$ cat src/rtl/intr_seq_pkg.sv
package intr_seq_pkg;
  localparam int unsigned BYTE_W = 8;
  localparam int unsigned PC_W   = 16;

  typedef enum logic [2:0] {
    ST_IDLE,
    ST_PUSH_LO,
    ST_PUSH_HI,
    ST_VECTOR,
    ST_POP_HI,
    ST_POP_LO,
    ST_RESTORE
  } seq_state_e;
endpackage

$ cat src/rtl/intr_req_latch.sv
module intr_req_latch #(
  parameter int unsigned N_SRC = 4
) (
  input  logic             clk,
  input  logic             rst_n,
  input  logic [N_SRC-1:0] req,
  input  logic [N_SRC-1:0] sw_clr,
  input  logic [N_SRC-1:0] ack_mask,
  output logic [N_SRC-1:0] pend
);
  logic [N_SRC-1:0] pend_q;
  logic [N_SRC-1:0] pend_d;
  logic [N_SRC-1:0] clr_all;

  assign clr_all = sw_clr | ack_mask;

  // a new request wins over any clear in the same cycle
  always_comb begin
    pend_d = (pend_q & ~clr_all) | req;
  end

  always_ff @(posedge clk or negedge rst_n) begin
    if (!rst_n) pend_q <= '0;
    else        pend_q <= pend_d;
  end

  assign pend = pend_q;

  AST_PEND_HOLD: assert property (@(posedge clk) disable iff (!rst_n)
    ((|($past(pend_q) & ~pend_q & ~$past(clr_all))) == 1'b0));
endmodule

$ cat src/rtl/intr_prio_pick.sv
module intr_prio_pick #(
  parameter int unsigned N_SRC = 4,
  localparam int unsigned IDX_W = (N_SRC > 1) ? $clog2(N_SRC) : 1
) (
  input  logic [N_SRC-1:0] pend,
  output logic             any,
  output logic [IDX_W-1:0] sel_idx
);
  // scan from the top so the lowest set index is kept last
  always_comb begin
    any     = 1'b0;
    sel_idx = '0;
    for (int i = N_SRC - 1; i >= 0; i--) begin
      if (pend[i]) begin
        any     = 1'b1;
        sel_idx = IDX_W'(i);
      end
    end
  end
endmodule

$ cat src/rtl/intr_seq_fsm.sv
module intr_seq_fsm
  import intr_seq_pkg::*;
#(
  parameter int unsigned N_SRC    = 4,
  parameter int unsigned VEC_BASE = 3,
  parameter int unsigned VEC_STEP = 8,
  localparam int unsigned IDX_W = (N_SRC > 1) ? $clog2(N_SRC) : 1
) (
  input  logic              clk,
  input  logic              rst_n,
  input  logic              insn_end,
  input  logic              reti,
  input  logic              any_pend,
  input  logic [IDX_W-1:0]  sel_idx,
  input  logic              gie_wr,
  input  logic              gie_wdata,
  input  logic [BYTE_W-1:0] sp_in,
  input  logic [PC_W-1:0]   pc_in,
  input  logic [BYTE_W-1:0] stk_rdata,
  output logic              take,
  output logic              busy,
  output logic              gie,
  output logic [BYTE_W-1:0] sp_out,
  output logic              sp_we,
  output logic [PC_W-1:0]   pc_out,
  output logic              pc_we,
  output logic [BYTE_W-1:0] stk_addr,
  output logic              stk_we,
  output logic [BYTE_W-1:0] stk_wdata
);
  seq_state_e        state_q, state_d;
  logic [BYTE_W-1:0] sp_q, sp_d;
  logic [PC_W-1:0]   pc_q, pc_d;
  logic [IDX_W-1:0]  src_q, src_d;
  logic              gie_q, gie_d;
  logic              idle;
  logic              start_ret;
  logic [PC_W-1:0]   vec_addr;

  assign idle      = (state_q == ST_IDLE);
  assign start_ret = idle && reti;
  assign take      = idle && insn_end && !reti && gie_q && any_pend;
  assign vec_addr  = PC_W'(VEC_BASE) + PC_W'(VEC_STEP) * PC_W'(src_q);

  always_comb begin
    state_d   = state_q;
    sp_d      = sp_q;
    pc_d      = pc_q;
    src_d     = src_q;
    gie_d     = gie_q;
    stk_addr  = sp_q;
    stk_we    = 1'b0;
    stk_wdata = pc_q[BYTE_W-1:0];
    pc_out    = pc_q;
    pc_we     = 1'b0;
    sp_out    = sp_q;
    sp_we     = 1'b0;
    case (state_q)
      ST_IDLE: begin
        if (start_ret) begin
          state_d = ST_POP_HI;
          sp_d    = sp_in;
        end else if (take) begin
          state_d = ST_PUSH_LO;
          sp_d    = sp_in;
          pc_d    = pc_in;
          src_d   = sel_idx;
          gie_d   = 1'b0;
        end
        if (gie_wr && !take) gie_d = gie_wdata;
      end
      ST_PUSH_LO: begin
        stk_addr  = sp_q + 8'd1;
        stk_we    = 1'b1;
        stk_wdata = pc_q[BYTE_W-1:0];
        sp_d      = sp_q + 8'd1;
        state_d   = ST_PUSH_HI;
      end
      ST_PUSH_HI: begin
        stk_addr  = sp_q + 8'd1;
        stk_we    = 1'b1;
        stk_wdata = pc_q[PC_W-1:BYTE_W];
        sp_d      = sp_q + 8'd1;
        state_d   = ST_VECTOR;
      end
      ST_VECTOR: begin
        pc_out  = vec_addr;
        pc_we   = 1'b1;
        sp_we   = 1'b1;
        state_d = ST_IDLE;
      end
      ST_POP_HI: begin
        pc_d    = {stk_rdata, pc_q[BYTE_W-1:0]};
        sp_d    = sp_q - 8'd1;
        state_d = ST_POP_LO;
      end
      ST_POP_LO: begin
        pc_d    = {pc_q[PC_W-1:BYTE_W], stk_rdata};
        sp_d    = sp_q - 8'd1;
        state_d = ST_RESTORE;
      end
      ST_RESTORE: begin
        pc_we   = 1'b1;
        sp_we   = 1'b1;
        gie_d   = 1'b1;
        state_d = ST_IDLE;
      end
      default: state_d = ST_IDLE;
    endcase
  end

  always_ff @(posedge clk or negedge rst_n) begin
    if (!rst_n) begin
      state_q <= ST_IDLE;
      sp_q    <= '0;
      pc_q    <= '0;
      src_q   <= '0;
      gie_q   <= 1'b0;
    end else begin
      state_q <= state_d;
      sp_q    <= sp_d;
      pc_q    <= pc_d;
      src_q   <= src_d;
      gie_q   <= gie_d;
    end
  end

  assign busy = !idle;
  assign gie  = gie_q;

  AST_ENTRY_GIE_LOW: assert property (@(posedge clk) disable iff (!rst_n)
    take |=> !gie_q);
  AST_PUSH_ORDER: assert property (@(posedge clk) disable iff (!rst_n)
    (state_q == ST_PUSH_HI) |-> ($past(state_q) == ST_PUSH_LO));
  AST_PUSH_ADDR_STEP: assert property (@(posedge clk) disable iff (!rst_n)
    (state_q == ST_PUSH_HI) |-> (stk_addr == $past(stk_addr) + 8'd1));
  AST_VECTOR_LATENCY: assert property (@(posedge clk) disable iff (!rst_n)
    (state_q == ST_VECTOR) |-> $past(take, 3));
  AST_POP_ORDER: assert property (@(posedge clk) disable iff (!rst_n)
    (state_q == ST_POP_LO) |-> ($past(state_q) == ST_POP_HI));
  AST_RETURN_GIE_HIGH: assert property (@(posedge clk) disable iff (!rst_n)
    (state_q == ST_RESTORE) |=> gie_q);
endmodule

$ cat src/rtl/intr_seq_top.sv
module intr_seq_top #(
  parameter int unsigned N_SRC    = 4,
  parameter int unsigned VEC_BASE = 3,
  parameter int unsigned VEC_STEP = 8
) (
  input  logic             clk,
  input  logic             rst_n,
  input  logic [N_SRC-1:0] irq_req,
  input  logic [N_SRC-1:0] irq_clr,
  input  logic             gie_wr,
  input  logic             gie_wdata,
  input  logic             insn_end,
  input  logic             reti,
  input  logic [7:0]       sp_in,
  input  logic [15:0]      pc_in,
  input  logic [7:0]       stk_rdata,
  output logic             gie,
  output logic             take,
  output logic             seq_busy,
  output logic [7:0]       sp_out,
  output logic             sp_we,
  output logic [15:0]      pc_out,
  output logic             pc_we,
  output logic [7:0]       stk_addr,
  output logic             stk_we,
  output logic [7:0]       stk_wdata
);
  localparam int unsigned IDX_W = (N_SRC > 1) ? $clog2(N_SRC) : 1;

  logic [N_SRC-1:0] pend;
  logic [N_SRC-1:0] ack_mask;
  logic             any_pend;
  logic [IDX_W-1:0] sel_idx;

  for (genvar gi = 0; gi < N_SRC; gi++) begin : g_ack
    assign ack_mask[gi] = take && (sel_idx == IDX_W'(gi));
  end

  intr_req_latch #(.N_SRC(N_SRC)) u_latch (
    .clk      (clk),
    .rst_n    (rst_n),
    .req      (irq_req),
    .sw_clr   (irq_clr),
    .ack_mask (ack_mask),
    .pend     (pend)
  );

  intr_prio_pick #(.N_SRC(N_SRC)) u_pick (
    .pend    (pend),
    .any     (any_pend),
    .sel_idx (sel_idx)
  );

  intr_seq_fsm #(
    .N_SRC    (N_SRC),
    .VEC_BASE (VEC_BASE),
    .VEC_STEP (VEC_STEP)
  ) u_fsm (
    .clk       (clk),
    .rst_n     (rst_n),
    .insn_end  (insn_end),
    .reti      (reti),
    .any_pend  (any_pend),
    .sel_idx   (sel_idx),
    .gie_wr    (gie_wr),
    .gie_wdata (gie_wdata),
    .sp_in     (sp_in),
    .pc_in     (pc_in),
    .stk_rdata (stk_rdata),
    .take      (take),
    .busy      (seq_busy),
    .gie       (gie),
    .sp_out    (sp_out),
    .sp_we     (sp_we),
    .pc_out    (pc_out),
    .pc_we     (pc_we),
    .stk_addr  (stk_addr),
    .stk_we    (stk_we),
    .stk_wdata (stk_wdata)
  );
endmodule

$ cat config.mk
export PLATFORM = sky130hd
export DESIGN_NAME = intr_seq_top
export DESIGN_NICKNAME = d
export VERILOG_FILES = /design/src/rtl/intr_seq_pkg.sv /design/src/rtl/intr_req_latch.sv /design/src/rtl/intr_prio_pick.sv /design/src/rtl/intr_seq_fsm.sv /design/src/rtl/intr_seq_top.sv
export SDC_FILE = /design/constraint.sdc
export NUM_CORES = 1
export LEC_CHECK = 0
export ABC_AREA = 1
export BUFFER_PORTS_ARGS = -buffer_cell sky130_fd_sc_hd__buf_2
export CAP_MARGIN = 10
export CORE_ASPECT_RATIO = 1.25
export CORE_MARGIN = 2
export CORE_UTILIZATION = 49
export CTS_CLUSTER_SIZE = 14
export DETAILED_ROUTE_END_ITERATION = 10
export PLACE_DENSITY_LB_ADDON = 0.1
export SLEW_MARGIN = 30
export SYNTH_ARGS = -nofsm -noshare
export SYNTH_HDL_FRONTEND = slang
export SYNTH_SLANG_ARGS = --single-unit
export TNS_END_PERCENT = 20
$ cat constraint.sdc
create_clock -name clk -period 2.1 [get_ports clk]
set_input_delay 0.105 -clock clk [delete_from_list [all_inputs] [get_ports clk]]
set_output_delay 0.105 -clock clk [all_outputs]
set_load 0.02 [all_outputs]
-- After elaboration in Yosys (flattened, before gate mapping)
Index checks and enable logic that the tools add are counted.
W data, S select, Z words.
- $add $sub $neg: 3
- eq/ne operators: 14
- muxes and demuxes: 26
- bitwise gates (word level): 7
- reductions and logical operators: 27
- operator list (cell ; count):
    $mux W16 ; 3
    $pmux W16 S3 ; 1
    $mux W8 ; 4
    $pmux W8 S3 ; 1
    $pmux W3 S5 ; 1
    $logic_and A1 B1 Y1 ; 10
    $eq A3 B3 Y1 const B ; 3
    $mux W1 ; 9
    $ne A3 B3 Y1 const B ; 3
    $add A8 B1 Y8 const B ; 1
    $mux W2 ; 4
    $or A4 B4 Y4 ; 2
    $reduce_and A4 Y1 ; 2
    $sub A8 B1 Y8 const B ; 1
    $add A2 B5 Y6 const A ; 1
    $eq A3 B2 Y1 const B ; 2
    $mux W3 ; 2
    $reduce_and A3 Y1 ; 2
    $reduce_bool A2 Y1 ; 3
    $reduce_or A2 Y1 ; 3
    $and A4 B4 Y4 ; 1
    $eq A2 B2 Y1 const B ; 2
    $ne A2 B2 Y1 const B ; 2
    $not A4 Y4 ; 1
    other kinds (9) ; 13
- flip-flop bits (word level): 34
- bits of input ports: 46
- output and inout port bits: 46
- logic and storage cells: 84

-- Depth between registers and ports, before layout
- word-level depth: 10
- depth in mapped cells: 11
- gate-level depth less buffers: 9

-- Modules after synthesis
Synthesis repeated with hierarchy kept, for this count alone.
- cells, all modules: 365
- area total of the unflattened synthesis: 2393.5 um^2
- by module, submodules not included (module ; instances ; cells an instance ; area an instance (um^2) ; sequential area each (um^2)):
    intr_seq_fsm ; 1 ; 329 ; 2167.1 ; 750.7
    intr_req_latch ; 1 ; 20 ; 160.2 ; 100.1
    intr_prio_pick ; 1 ; 8 ; 36.3 ; 0.0
    intr_seq_top ; 1 ; 8 ; 30.0 ; 0.0

-- Least setup slack after synthesis
No wires, ideal clock.
- path type: flip-flop to output port
- from: register u_fsm.state_q[2]
- to: output stk_addr[0]
- data arrival time: 1478 ps
- required time: 1995 ps
- slack: 517 ps
- cell stages (with the launch flop): 8
- path buffers: 2
- cells stage by stage: dfrtp_1 > buf_4 > inv_2 > nand3_4 > nand2_4 > buf_4 > ha_1 > inv_1
- word-level cells in the longest chain between the ends: 3
- elaborated cells between the ends (all ways): 4
- those cells by class: eq/ne: 2; mux: 1; reduce/logical: 1
- ends and longest elaborated chain (item ; RTL line ; text):
    start, declared ; intr_seq_fsm.sv:31 ; seq_state_e state_q, state_d;
    start signal, assigned ; intr_seq_fsm.sv:120 ; state_q <= state_d;
    $eq A3 B1 Y1 / $eq A3 B2 Y1 (equally long branches) ; intr_seq_fsm.sv:58 ; case (state_q)
    $reduce_or A2 Y1 (no source line) * ; - ;
    $mux W8 * ; - ;
    end, declared ; intr_seq_top.sv:24 ; output logic [7:0] stk_addr,
Mark *: on every way between the ends. The rest lies on a longest branch, timed or not.

-- Worst setup path after layout
- from: register u_fsm.state_q[2]
- to: register u_fsm.sp_q[2] (netlist: u_fsm.sp_out[2])
- word-level cells in the longest chain between the ends: 7
- elaborated cells between the ends (all ways): 17
- those cells by class: eq/ne: 5; mux: 2; reduce/logical: 10
- ends and longest elaborated chain (item ; RTL line ; text):
    $logic_not A3 Y1 ; intr_seq_fsm.sv:40, intr_seq_fsm.sv:58 ;
    $logic_and A1 B1 Y1 (4 in series) ; intr_seq_fsm.sv:42 ; assign take = idle && insn_end && !reti && gie_q && any_pend;
    $ne A3 B3 Y1 (no source line) ; - ;
    $reduce_and A2 Y1 (no source line) ; - ;
    end signal, assigned ; intr_seq_fsm.sv:121 ; sp_q <= sp_d;
    end, declared ; intr_seq_fsm.sv:32 ; logic [BYTE_W-1:0] sp_q, sp_d;
Parallel ways exist; a longest one is shown, timed or not.
A chain may end at the register's enable or synchronous reset.

==> reports/metrics.yaml <==
outcome:
  status: "finished clean"
synthesis:
  synth_largest_area_cell: "dfrtp_1"
  synthMuxAreaShare_pct: 0
  yosys.area_share.simple_pct: 38.0
  ys_warn_count: 0
  yosysMostFrequentCell: "nand2_1"
  ys_seq_area_share_pct: 36.1
  async_flop_share_pct: 100
  synth-xor-area-share_pct: 0
  synth_nets: 399
  synth_top_family_by_area: "simple AND/OR/NAND/NOR gates"
  synth_edf_count: 0
  yosys-top-cells-count: "nand2_1 (106), nand3_1 (47), inv_1 (36), dfrtp_1 (34), o21ai_1 (25)"
  synth.avg_cell_area_um2: 6.74
  synth_top_area_share_pct: 36.1
  synth_cell_type_count: 29
  synth-main-ff-cell: "dfrtp_1"
  synth.top_cells.by_area: "dfrtp_1 (36%), nand2_1 (17%), nand3_1 (10%), inv_1 (5.7%), o21ai_1 (5.3%)"
  ys_ff_latch: 34
  synth_fa_ha_area_share_pct: 1.59
  syn_area_um2: 2360
  synth_compound_area_share_pct: 13.8
  synthCells: 350
power:
  pwr-share-clk_pct: 9.3
  peakVddDrop_mv: 0.925
  power_w: 0.00514
  netSwitchingFraction_pct: 54.9
  p_seq_share_pct: 24.2
  netSwitchingPower_w: 0.00282
  p_comb_share_pct: 66.5
  power.internal_w: 0.00232
  power_density_nw_per_um2: 1720
  p_leak_nw: 1.67
detailed_routing:
  wl_mm: 6.51
  wl_per_cell_um: 12.9
  dr_total_vias: 2601
  drcViolationCount: 0
  viasPerCell: 5.14
  drt-initial-drc-count: 116
  postRouteAntennaNets: 0
  firstDrtPassIters: 4
cts:
  cts_tree: "yes"
  ctsLongestPathBuffers: 2
  cts-buffers-inserted: 5
  cts_sinks: 34
  worstSkewPairLatency_ns: 0.29
  clk_pin_slew_ns: 0.07
  htree_levels: 2
  cts_root_buf: "clkbuf_8"
critical_path:
  crit_chain: "inv_2 -> nand3_2 -> a21oi_2 -> nor2_1 -> o21ai_0 -> nand2_1 -> nand2_1"
  crit_top_cell: "nand2_1"
  r2r-end: "u_fsm.sp_out[2]"
  slowest_delay_ns: 0.59
  critPathLaunchType: "register"
  path_max_fanout: 12
  required_ns: 2.27
  crit_path_end_kind: "register"
  worstPathArrival_ns: 2.11
  worst_path_max_delay_cell: "nor2_1"
  r2r_cells: 7
  reg2reg_slack_ns: 0.16
  critical_path_class: "register to register"
  r2r_start: "u_fsm.state_q[2]"
cells_and_area:
  drive_gt1_share_pct: 28.3
  num_antenna_cells: 0
  area_growth_pct: 26.9
  fin_nets: 496
floorplanning:
  io_pins: 92
  std_cell_rows: 28
  start_util_pct: 50.3
  core_area_um2: 4690
  dieArea_um2: 5390
  fp.dieW_um: 66.1
  die_y_um: 81.6
timing:
  max_freq_mhz: 516
  min_period_over_period_pct: 92.3
  final_hold_viol_count: 0
  tns_ns: 0
  hold_ws_ns: 0.0104
  timing.final.ws_setup_ns: 0.163
  drv_slew: 0
  tightest_slew_ns: 0.773
  rsz0062_at_grt: "false"
  relSlewSlack_pct: 48.5
  setup_viol: 0
  period_needed_ns: 1.94
  skew_ns: 0.00876
global_route:
  grt_first_pass_wirelength_mm: 10.7
  grt_overflow: 0
  grt_pass1_vias: 2495
  grt_max_degree: 35
  antenna_found_initial: 0
  grt_usage_pct: 25.8
placed_design:
  hpwlAfterDp_mm: 5.00
  io_buffers: 91
  preCtsSetupSlack_ns: 0.177
  gp_congestion: 0.841
hold_path:
  min_path_type: "input pin to register"
  holdPathEnd: "u_latch.pend[3]"
  min_path_cells: 2
  hp-start: "irq_req[3]"
run:
  cap_violations: 0
[logic make-up (layout without fill, tap and decap cells)]
| group | after synthesis | after routing |
|---|---|---|
| compound gates | 61 | 61 |
| buf+inv | 55 | 151 |
| simple gates | 197 | 197 |
| fa+ha+maj | 3 | 3 |
| flops | 34 | 34 |
[power by group through the flow]
stage / sequential, W / combinational, W / clock [W]
CTS: 0.00125 / 0.00340 / 0.000497
global placement: 0.00125 / 0.00333 / 0
global route: 0.00129 / 0.00382 / 0.000522
detailed placement: 0.00126 / 0.00338 / 0
floorplan: 0.00124 / 0.00245 / 0
finish: 0.00125 / 0.00342 / 0.000478
[worst max path at each step]
| stage | from | endpoint | slack, ns | depth (start not counted) |
|---|---|---|---|---|
| 2_1_floorplan | u_fsm.state_q[2] | stk_addr[0] | 0.52 | 7 |
| 3_3_place_gp | u_fsm.state_q[2] | u_fsm.sp_out[2] | 0.24 | 7 |
| 3_5_place_dp | u_fsm.state_q[2] | u_fsm.sp_out[2] | 0.18 | 7 |
| 4_1_cts | u_fsm.state_q[2] | stk_addr[0] | 0.03 | 6 |
| 5_1_grt | u_fsm.state_q[2] | u_fsm.sp_out[2] | 0.03 | 7 |
| 6_report | u_fsm.state_q[2] | u_fsm.sp_out[2] | 0.16 | 7 |
[placed cells by master (no fill, tap or decap), types with 6 or more instances in the layout]
| master | count |
|---|---|
| nand2_1 | 106 |
| nor2_1 | 24 |
| o21ai_1 | 25 |
| o21ai_0 | 24 |
| clkbuf_8 | 6 |
| inv_1 | 36 |
| dfrtp_1 | 34 |
| nand3_1 | 47 |
| buf_2 | 91 |
| buf_4 | 7 |
[cell type report]
cell class | count | area, um^2
Tap cell | 60 | 75.1
Fill cell | 449 | 1700
Sequential cell | 34 | 851
Multi-Input combinational cell | 261 | 1270
Clock buffer | 6 | 82.6
Timing Repair Buffer | 103 | 558
Inverter | 42 | 158
[per-layer routing]
layer	vias to the layer above	global-route usage [%]	share of wire, %
met1	1171	28.8	38
met3	16	4.38	5.2
met5	-	0	0
met2	90	47.6	54
met4	0	11.6	2.8
li1	1324	-	-
[critical path, delay by kind of cell, from the launching register on]
family / cells / cell delay, ns
DFF: 1 / 0.52
and+or+nand+nor: 4 / 0.87
AOI/OAI and AO/OA: 2 / 0.27
buffers and inverters: 1 / 0.15
[sequential cells by signal, summed over array words and instances, names as in the netlist]
signal         flops
u_fsm.gie          1
u_fsm.pc_q        16
u_fsm.sp_out       8
u_fsm.src_q        2
u_fsm.state_q      3
u_latch.pend       4
[timing repair]
item,CTS,global route
endpoints found under the hold margin,38,0
setup endpoints to repair,0,6
setup buffers,0,2
hold buffers,5,0
resized for setup,0,1
[stage by stage]
stage                     cell area, um^2  std cells  util [%]
after floorplan                      2360        350         -
after global placement               2840        493      60.4
after detailed placement             2840        493      60.4
after CTS                            2970        504      63.3
after global routing                 2990        506      63.8
final                                2990        506      63.8
Note: power is estimated with default switching activity, not from simulation.
